**config.mk**
```make
export PLATFORM = sky130hd
export DESIGN_NAME = view_compositor
export DESIGN_NICKNAME = d
export VERILOG_FILES = /design/src/rtl/comp_pkg.sv /design/src/rtl/comp_raster.sv /design/src/rtl/comp_view.sv /design/src/rtl/comp_layer_gate.sv /design/src/rtl/view_compositor.sv
export SDC_FILE = /design/constraint.sdc
export NUM_CORES = 1
export LEC_CHECK = 0
export BUFFER_PORTS_ARGS = -buffer_cell sky130_fd_sc_hd__buf_2
export CORE_UTILIZATION = 53
export DETAILED_ROUTE_END_ITERATION = 16
export PLACE_DENSITY = 0.83
export SETUP_SLACK_MARGIN = 0.4
export SLEW_MARGIN = 0
export SYNTH_ARGS = -nofsm -noshare
export SYNTH_HDL_FRONTEND = slang
export SYNTH_HIERARCHICAL = 1
export SYNTH_SLANG_ARGS = --single-unit
```
**constraint.sdc**
```tcl
create_clock -name clk -period 19.9 [get_ports clk]
set_input_delay 3.98 -clock clk [delete_from_list [all_inputs] [get_ports clk]]
set_output_delay 3.98 -clock clk [all_outputs]
set_load 0.01 [all_outputs]
```
**src/rtl/comp_pkg.sv**
```systemverilog
package comp_pkg;
  localparam int unsigned CW = 16;

  typedef enum logic [1:0] {
    VIEW_TILES  = 2'd0,
    VIEW_FIRST  = 2'd1,
    VIEW_SECOND = 2'd2
  } view_t;

  typedef struct packed {
    logic          shown;
    logic [CW-1:0] x0;
    logic [CW-1:0] y0;
    logic [CW-1:0] x1;
    logic [CW-1:0] y1;
  } rect_t;
endpackage

```
**src/rtl/comp_raster.sv**
```systemverilog
module comp_raster
  import comp_pkg::*;
#(
  parameter int unsigned SCR_W = 1920,
  parameter int unsigned SCR_H = 1080
) (
  input  logic          clk,
  input  logic          rst,
  input  logic          step,
  output logic [CW-1:0] px,
  output logic [CW-1:0] py,
  output logic          at_origin,
  output logic          line_last,
  output logic          frame_last
);
  localparam logic [CW-1:0] XLAST = CW'(SCR_W - 1);
  localparam logic [CW-1:0] YLAST = CW'(SCR_H - 1);

  assign at_origin  = (px == '0) && (py == '0);
  assign line_last  = (px == XLAST);
  assign frame_last = line_last && (py == YLAST);

  always_ff @(posedge clk) begin
    if (rst) begin
      px <= '0;
      py <= '0;
    end else if (step) begin
      if (line_last) begin
        px <= '0;
        py <= (py == YLAST) ? '0 : py + 1'b1;
      end else begin
        px <= px + 1'b1;
      end
    end
  end

  // a line ends by wrapping the column back to zero
  a_r1_eol_wrap: assert property (@(posedge clk) disable iff (rst)
    step && line_last |=> px == '0);
endmodule

```
**src/rtl/comp_view.sv**
```systemverilog
module comp_view
  import comp_pkg::*;
#(
  parameter int unsigned SCR_W   = 1920,
  parameter int unsigned SCR_H   = 1080,
  parameter int unsigned TILE_W  = 640,
  parameter int unsigned TILE_H  = 360,
  parameter int unsigned TILE1_X = 320,
  parameter int unsigned TILE2_X = 960,
  parameter int unsigned TILE_Y  = 360
) (
  input  logic          clk,
  input  logic          rst,
  input  logic          frame_open,
  input  logic          sel_single,
  input  logic          sel_pick2,
  input  logic [CW-1:0] l2_w,
  input  logic [CW-1:0] l2_h,
  output rect_t         rect_l1,
  output rect_t         rect_l2
);
  localparam logic [CW-1:0] SW  = CW'(SCR_W);
  localparam logic [CW-1:0] SH  = CW'(SCR_H);
  localparam logic [CW-1:0] T1A = CW'(TILE1_X);
  localparam logic [CW-1:0] T1B = CW'(TILE1_X + TILE_W);
  localparam logic [CW-1:0] T2A = CW'(TILE2_X);
  localparam logic [CW-1:0] T2B = CW'(TILE2_X + TILE_W);
  localparam logic [CW-1:0] TYA = CW'(TILE_Y);
  localparam logic [CW-1:0] TYB = CW'(TILE_Y + TILE_H);

  view_t         live_view, held_view, use_view;
  logic [CW-1:0] live_w, live_h, held_w, held_h, use_w, use_h;

  function automatic logic [CW-1:0] fit(input logic [CW-1:0] v, input logic [CW-1:0] lim);
    if (v == '0)     return CW'(1);
    else if (v > lim) return lim;
    else              return v;
  endfunction

  always_comb begin
    if (!sel_single)   live_view = VIEW_TILES;
    else if (sel_pick2) live_view = VIEW_SECOND;
    else               live_view = VIEW_FIRST;
    live_w = fit(l2_w, SW);
    live_h = fit(l2_h, SH);
  end

  // Capture while the raster sits on pixel (0,0); the last capture is the
  // cycle in which that pixel is taken.
  always_ff @(posedge clk) begin
    if (rst) begin
      held_view <= VIEW_TILES;
      held_w    <= SW;
      held_h    <= SH;
    end else if (frame_open) begin
      held_view <= live_view;
      held_w    <= live_w;
      held_h    <= live_h;
    end
  end

  assign use_view = frame_open ? live_view : held_view;
  assign use_w    = frame_open ? live_w    : held_w;
  assign use_h    = frame_open ? live_h    : held_h;

  always_comb begin
    rect_l1 = '{shown: 1'b0, x0: '0, y0: '0, x1: '0, y1: '0};
    rect_l2 = '{shown: 1'b0, x0: '0, y0: '0, x1: '0, y1: '0};
    unique case (use_view)
      VIEW_TILES: begin
        rect_l1 = '{shown: 1'b1, x0: T1A, y0: TYA, x1: T1B, y1: TYB};
        rect_l2 = '{shown: 1'b1, x0: T2A, y0: TYA, x1: T2B, y1: TYB};
      end
      VIEW_FIRST: begin
        rect_l1 = '{shown: 1'b1, x0: '0, y0: '0, x1: SW, y1: SH};
      end
      default: begin
        rect_l2 = '{shown: 1'b1, x0: '0, y0: '0, x1: use_w, y1: use_h};
      end
    endcase
  end
endmodule

```
**src/rtl/comp_layer_gate.sv**
```systemverilog
module comp_layer_gate
  import comp_pkg::*;
(
  input  rect_t         area,
  input  logic [CW-1:0] px,
  input  logic [CW-1:0] py,
  input  logic          in_valid,
  input  logic          in_sof,
  input  logic          fire,
  output logic          in_ready,
  output logic          word_ok,
  output logic          covers
);
  logic first;

  assign covers = area.shown && (px >= area.x0) && (px < area.x1) &&
                  (py >= area.y0) && (py < area.y1);
  assign first  = covers && (px == area.x0) && (py == area.y0);

  always_comb begin
    if (!area.shown) begin
      in_ready = 1'b1;               // hidden layer: drain
      word_ok  = 1'b1;
    end else if (!covers) begin
      in_ready = 1'b0;
      word_ok  = 1'b1;
    end else if (first) begin
      word_ok  = in_valid && in_sof;
      in_ready = fire || (in_valid && !in_sof);  // drop until frame start
    end else begin
      word_ok  = in_valid;
      in_ready = fire;
    end
  end
endmodule

```
**src/rtl/view_compositor.sv**
```systemverilog
module view_compositor
  import comp_pkg::*;
#(
  parameter int unsigned SCR_W   = 1920,
  parameter int unsigned SCR_H   = 1080,
  parameter int unsigned TILE_W  = 640,
  parameter int unsigned TILE_H  = 360,
  parameter int unsigned TILE1_X = 320,
  parameter int unsigned TILE2_X = 960,
  parameter int unsigned TILE_Y  = 360,
  parameter int unsigned PIX_W   = 24
) (
  input  logic             clk,
  input  logic             rst,
  input  logic             sel_single,
  input  logic             sel_pick2,
  input  logic [CW-1:0]    l2_width,
  input  logic [CW-1:0]    l2_height,
  input  logic             bg_valid,
  output logic             bg_ready,
  input  logic             bg_sof,
  input  logic [PIX_W-1:0] bg_data,
  input  logic             l1_valid,
  output logic             l1_ready,
  input  logic             l1_sof,
  input  logic [PIX_W-1:0] l1_data,
  input  logic             l2_valid,
  output logic             l2_ready,
  input  logic             l2_sof,
  input  logic [PIX_W-1:0] l2_data,
  output logic             out_valid,
  input  logic             out_ready,
  output logic             out_sof,
  output logic             out_eol,
  output logic [PIX_W-1:0] out_data
);
  localparam int unsigned NLAYER = 3;

  logic [CW-1:0]     px, py;
  logic              at_origin, line_last, frame_last, fire;
  rect_t             area [NLAYER];
  logic [NLAYER-1:0] vld, sof, rdy, ok, cov;
  logic [PIX_W-1:0]  pick;

  assign vld = {l2_valid, l1_valid, bg_valid};
  assign sof = {l2_sof, l1_sof, bg_sof};
  assign {l2_ready, l1_ready, bg_ready} = rdy;

  comp_raster #(.SCR_W(SCR_W), .SCR_H(SCR_H)) u_raster (
    .clk(clk), .rst(rst), .step(fire), .px(px), .py(py),
    .at_origin(at_origin), .line_last(line_last), .frame_last(frame_last)
  );

  comp_view #(
    .SCR_W(SCR_W), .SCR_H(SCR_H), .TILE_W(TILE_W), .TILE_H(TILE_H),
    .TILE1_X(TILE1_X), .TILE2_X(TILE2_X), .TILE_Y(TILE_Y)
  ) u_view (
    .clk(clk), .rst(rst), .frame_open(at_origin),
    .sel_single(sel_single), .sel_pick2(sel_pick2),
    .l2_w(l2_width), .l2_h(l2_height),
    .rect_l1(area[1]), .rect_l2(area[2])
  );

  assign area[0] = '{shown: 1'b1, x0: '0, y0: '0, x1: CW'(SCR_W), y1: CW'(SCR_H)};

  generate
    for (genvar g = 0; g < NLAYER; g++) begin : g_gate
      comp_layer_gate u_gate (
        .area(area[g]), .px(px), .py(py),
        .in_valid(vld[g]), .in_sof(sof[g]), .fire(fire),
        .in_ready(rdy[g]), .word_ok(ok[g]), .covers(cov[g])
      );
    end
  endgenerate

  assign fire = (&ok) && (!out_valid || out_ready);

  // Priority: layer 2, then layer 1, then background.
  always_comb begin
    if (cov[2])      pick = l2_data;
    else if (cov[1]) pick = l1_data;
    else             pick = bg_data;
  end

  always_ff @(posedge clk) begin
    if (rst) begin
      out_valid <= 1'b0;
      out_sof   <= 1'b0;
      out_eol   <= 1'b0;
      out_data  <= '0;
    end else if (fire) begin
      out_valid <= 1'b1;
      out_sof   <= at_origin;
      out_eol   <= line_last;
      out_data  <= pick;
    end else if (out_ready) begin
      out_valid <= 1'b0;
    end
  end

  // a refused output pixel stays presented unchanged
  a_r8_hold_stall: assert property (@(posedge clk) disable iff (rst)
    out_valid && !out_ready |=> out_valid && $stable(out_data) && $stable(out_sof));

  // a shown video layer is only taken inside its rectangle
  a_r5_l1_inside: assert property (@(posedge clk) disable iff (rst)
    l1_valid && l1_ready && area[1].shown |-> cov[1]);
  a_r5_l2_inside: assert property (@(posedge clk) disable iff (rst)
    l2_valid && l2_ready && area[2].shown |-> cov[2]);

  // the pixel taken at the origin leaves flagged as frame start
  a_r1_sof_origin: assert property (@(posedge clk) disable iff (rst)
    fire && at_origin |=> out_valid && out_sof);

  // the last pixel of a frame also ends a line
  a_r1_last_eol: assert property (@(posedge clk) disable iff (rst)
    fire && frame_last |=> out_eol && !out_sof);
endmodule

```
==> qor.yml <==
dpl.hpwl_mm: 19.46
wl_mm: 25.38
skew_ns: 0.008688
netlist_area_mm2: 0.01026
antenna_found_initial: 0
crit_type: "primary input to output pin"
root_buffer: "clkbuf_16"
final_antenna_net_count: 0
rr_worst_depth: 26
cp_data_arrival_time_ns: 8.34
syn_area_per_cell_um2: 7.717
cts_tree: "built"
grt.total_usage_pct: 26.00
ctsHoldBuffers: 0
setup_tns_ns: 0
die_area_mm2: 0.01993
grt_overflow_total: 0
antenna_cells: 0
cts_buffers: 9
initial_utilization_pct: 54.50
chipWidth_um: 141.2
cts_resized: 0
cts.clk_slew.worst_paths_ns: 0.07
drt_iter0_drc: 516
cp-start-kind: "primary input"
endpoint: "l1_ready"
chipHeight_um: 141.2
drc_errors: 0
max-cap-violations: 0
routed_via_density: 5.352
syn_to_final_growth_pct: 9.533
clk_path_buf_depth: 2
tightest_slew_ns: 0.9260
cp_data_required_time_ns: 15.92
port_buffers: 144
cts_setup_buffers: 0
drive_gt1_share_pct: 13.19
setup_viol: 0
via_count: 9425
clock.fmax_ghz: 0.08114
wl_per_cell_um: 14.41
layout.cells.non_filler: 1761
hold_class: "flop to flop"
fin_nets: 1801
power_density_mw_per_mm2: 42.01
grt_pass1_wl_mm: 41.77
finalCritPeriodShare_pct: 61.93
fin_crit_ns: 12.32
worstHoldStart: "u_view/held_h[11]$_SDFF_PP0_"
grt_start_max_net_pins: 61
grt_pass1_vias: 8999
synth_cells: 1330
globalplace.congestion: 0.8867
critPathMaxFanout: 25
place_inst: 1745
r2r-start: "u_raster/py[0]$_SDFFE_PP0P_"
io_pins: 145
rsz0062_at_grt: "false"
finalMaxSlewViolations: 0
cp-end-kind: "output pin"
rrSetupSlack_ns: 12.74
core-area_mm2: 0.01883
clock_latency_ns: 0.35
hold_viol_final: 0
worstSetupStartpoint: "sel_single"
status: "finished clean"
clock_sink_count: 93
ir_worst_vdd_uv: 40.76
yosys_warnings: 6
core.rowCount: 50
first_pass_iters: 4
report.power.total_mw: 0.4723
max_slew_margin_pct: 38.07
cts-htree-levels: 3
p_leak_nw: 5.323
reg2reg_to: "u_raster/py[13]$_SDFFE_PP0P_"
-- routing by layer --
metal	vias up	wire [um]	track usage, %
li1	4778	-	-
met1	4283	11120	32.40
met2	300	12030	44.76
met3	64	1471	3.702
met4	0	769	10.76
met5	-	0	0
-- layout make-up --
cell class / instances / area [um^2]
clock buffers: 11 / 242.7
clock inverters: 5 / 42.54
well taps: 260 / 325.3
inverters: 207 / 777.0
repair buffers: 150 / 765.7
multi-input cells: 1035 / 7227
fillers: 1708 / 7589
flip-flops and latches: 93 / 1862
-- where the power goes --
group	total, mW	internal (mW)	switching, mW
Clock	0.165	0.0895	0.0754
Sequential	0.195	0.191	0.00425
Combinational	0.112	0.0449	0.0673
-- worst min-delay path by stage --
| stage | cells after the start | endpoint |
|---|---|---|
| final | 1 | u_view/held_h[11]$_SDFF_PP0_ |
| after CTS | 1 | u_view/held_h[11]$_SDFF_PP0_ |
| after floorplan | 1 | u_view/held_h[11]$_SDFF_PP0_ |
| after global placement | 1 | u_view/held_h[11]$_SDFF_PP0_ |
| after detailed placement | 1 | u_view/held_h[11]$_SDFF_PP0_ |
| after global routing | 1 | u_view/held_w[15]$_SDFF_PP0_ |
-- critical path, stage by stage --
cell and delay (ns):
buf_2 0.09, nand2_1 0.07, o22ai_2 0.67, nor2_1 0.11, buf_4 0.23, inv_1 0.08, ha_1 0.13, nand4_1 0.12
or4_4 0.54, nor4_1 0.30, nor3_1 0.10, or3_1 0.41, inv_1 0.07, buf_4 0.38, nand3_1 0.18, nand3_2 0.19
nor2_1 0.20, a21oi_1 0.17, o21ai_1 0.11, buf_2 0.21
-- placed cells by master (no fill, tap or decap), types with 4 or more instances in the layout --
cell,count
inv_1,204
ha_1,190
buf_2,144
conb_1,137
nand2_1,97
dfxtp_1,93
a21oi_1,85
nor2_1,78
o21ai_0,44
nand4_1,44
nand3_1,35
mux2i_1,25
a22o_1,24
nand2b_1,23
o21ai_1,21
and2_1,21
nor3_1,16
a31oi_1,13
o22ai_1,13
nor4_1,11
or3_1,10
clkbuf_16,9
xor2_1,9
o21a_1,8
a21o_1,7
and3_1,7
nor2b_1,7
xnor2_1,7
a2111oi_0,6
a221o_1,6
and4_1,6
buf_4,6
or4_4,5
o32ai_1,5
or4_1,5
a41oi_1,4
a22oi_1,4
nor4b_1,4
-- sequential cells by signal, summed over array words and instances, names as in the netlist --
register / flops
u_raster/px: 16
out_data: 24
u_view/held_h: 16
out_eol: 1
u_view/held_view: 2
out_sof: 1
u_raster/py: 16
u_view/held_w: 16
out_valid: 1
-- metrics by stage --
step           hold slack [ns]  setup slack [ns]  utilization (%)  instance area, um^2
2_1_floorplan           0.4209             8.223                -                10770
4_1_cts                 0.4591             7.228            59.67                11240
3_3_place_gp            0.4338             7.364            58.15                10950
6_report                0.4596             7.575            59.70                11240
3_5_place_dp            0.4390             7.212            58.15                10950
5_1_grt                 0.4759             7.232            59.70                11240
Power figures use the tool's default switching activity.
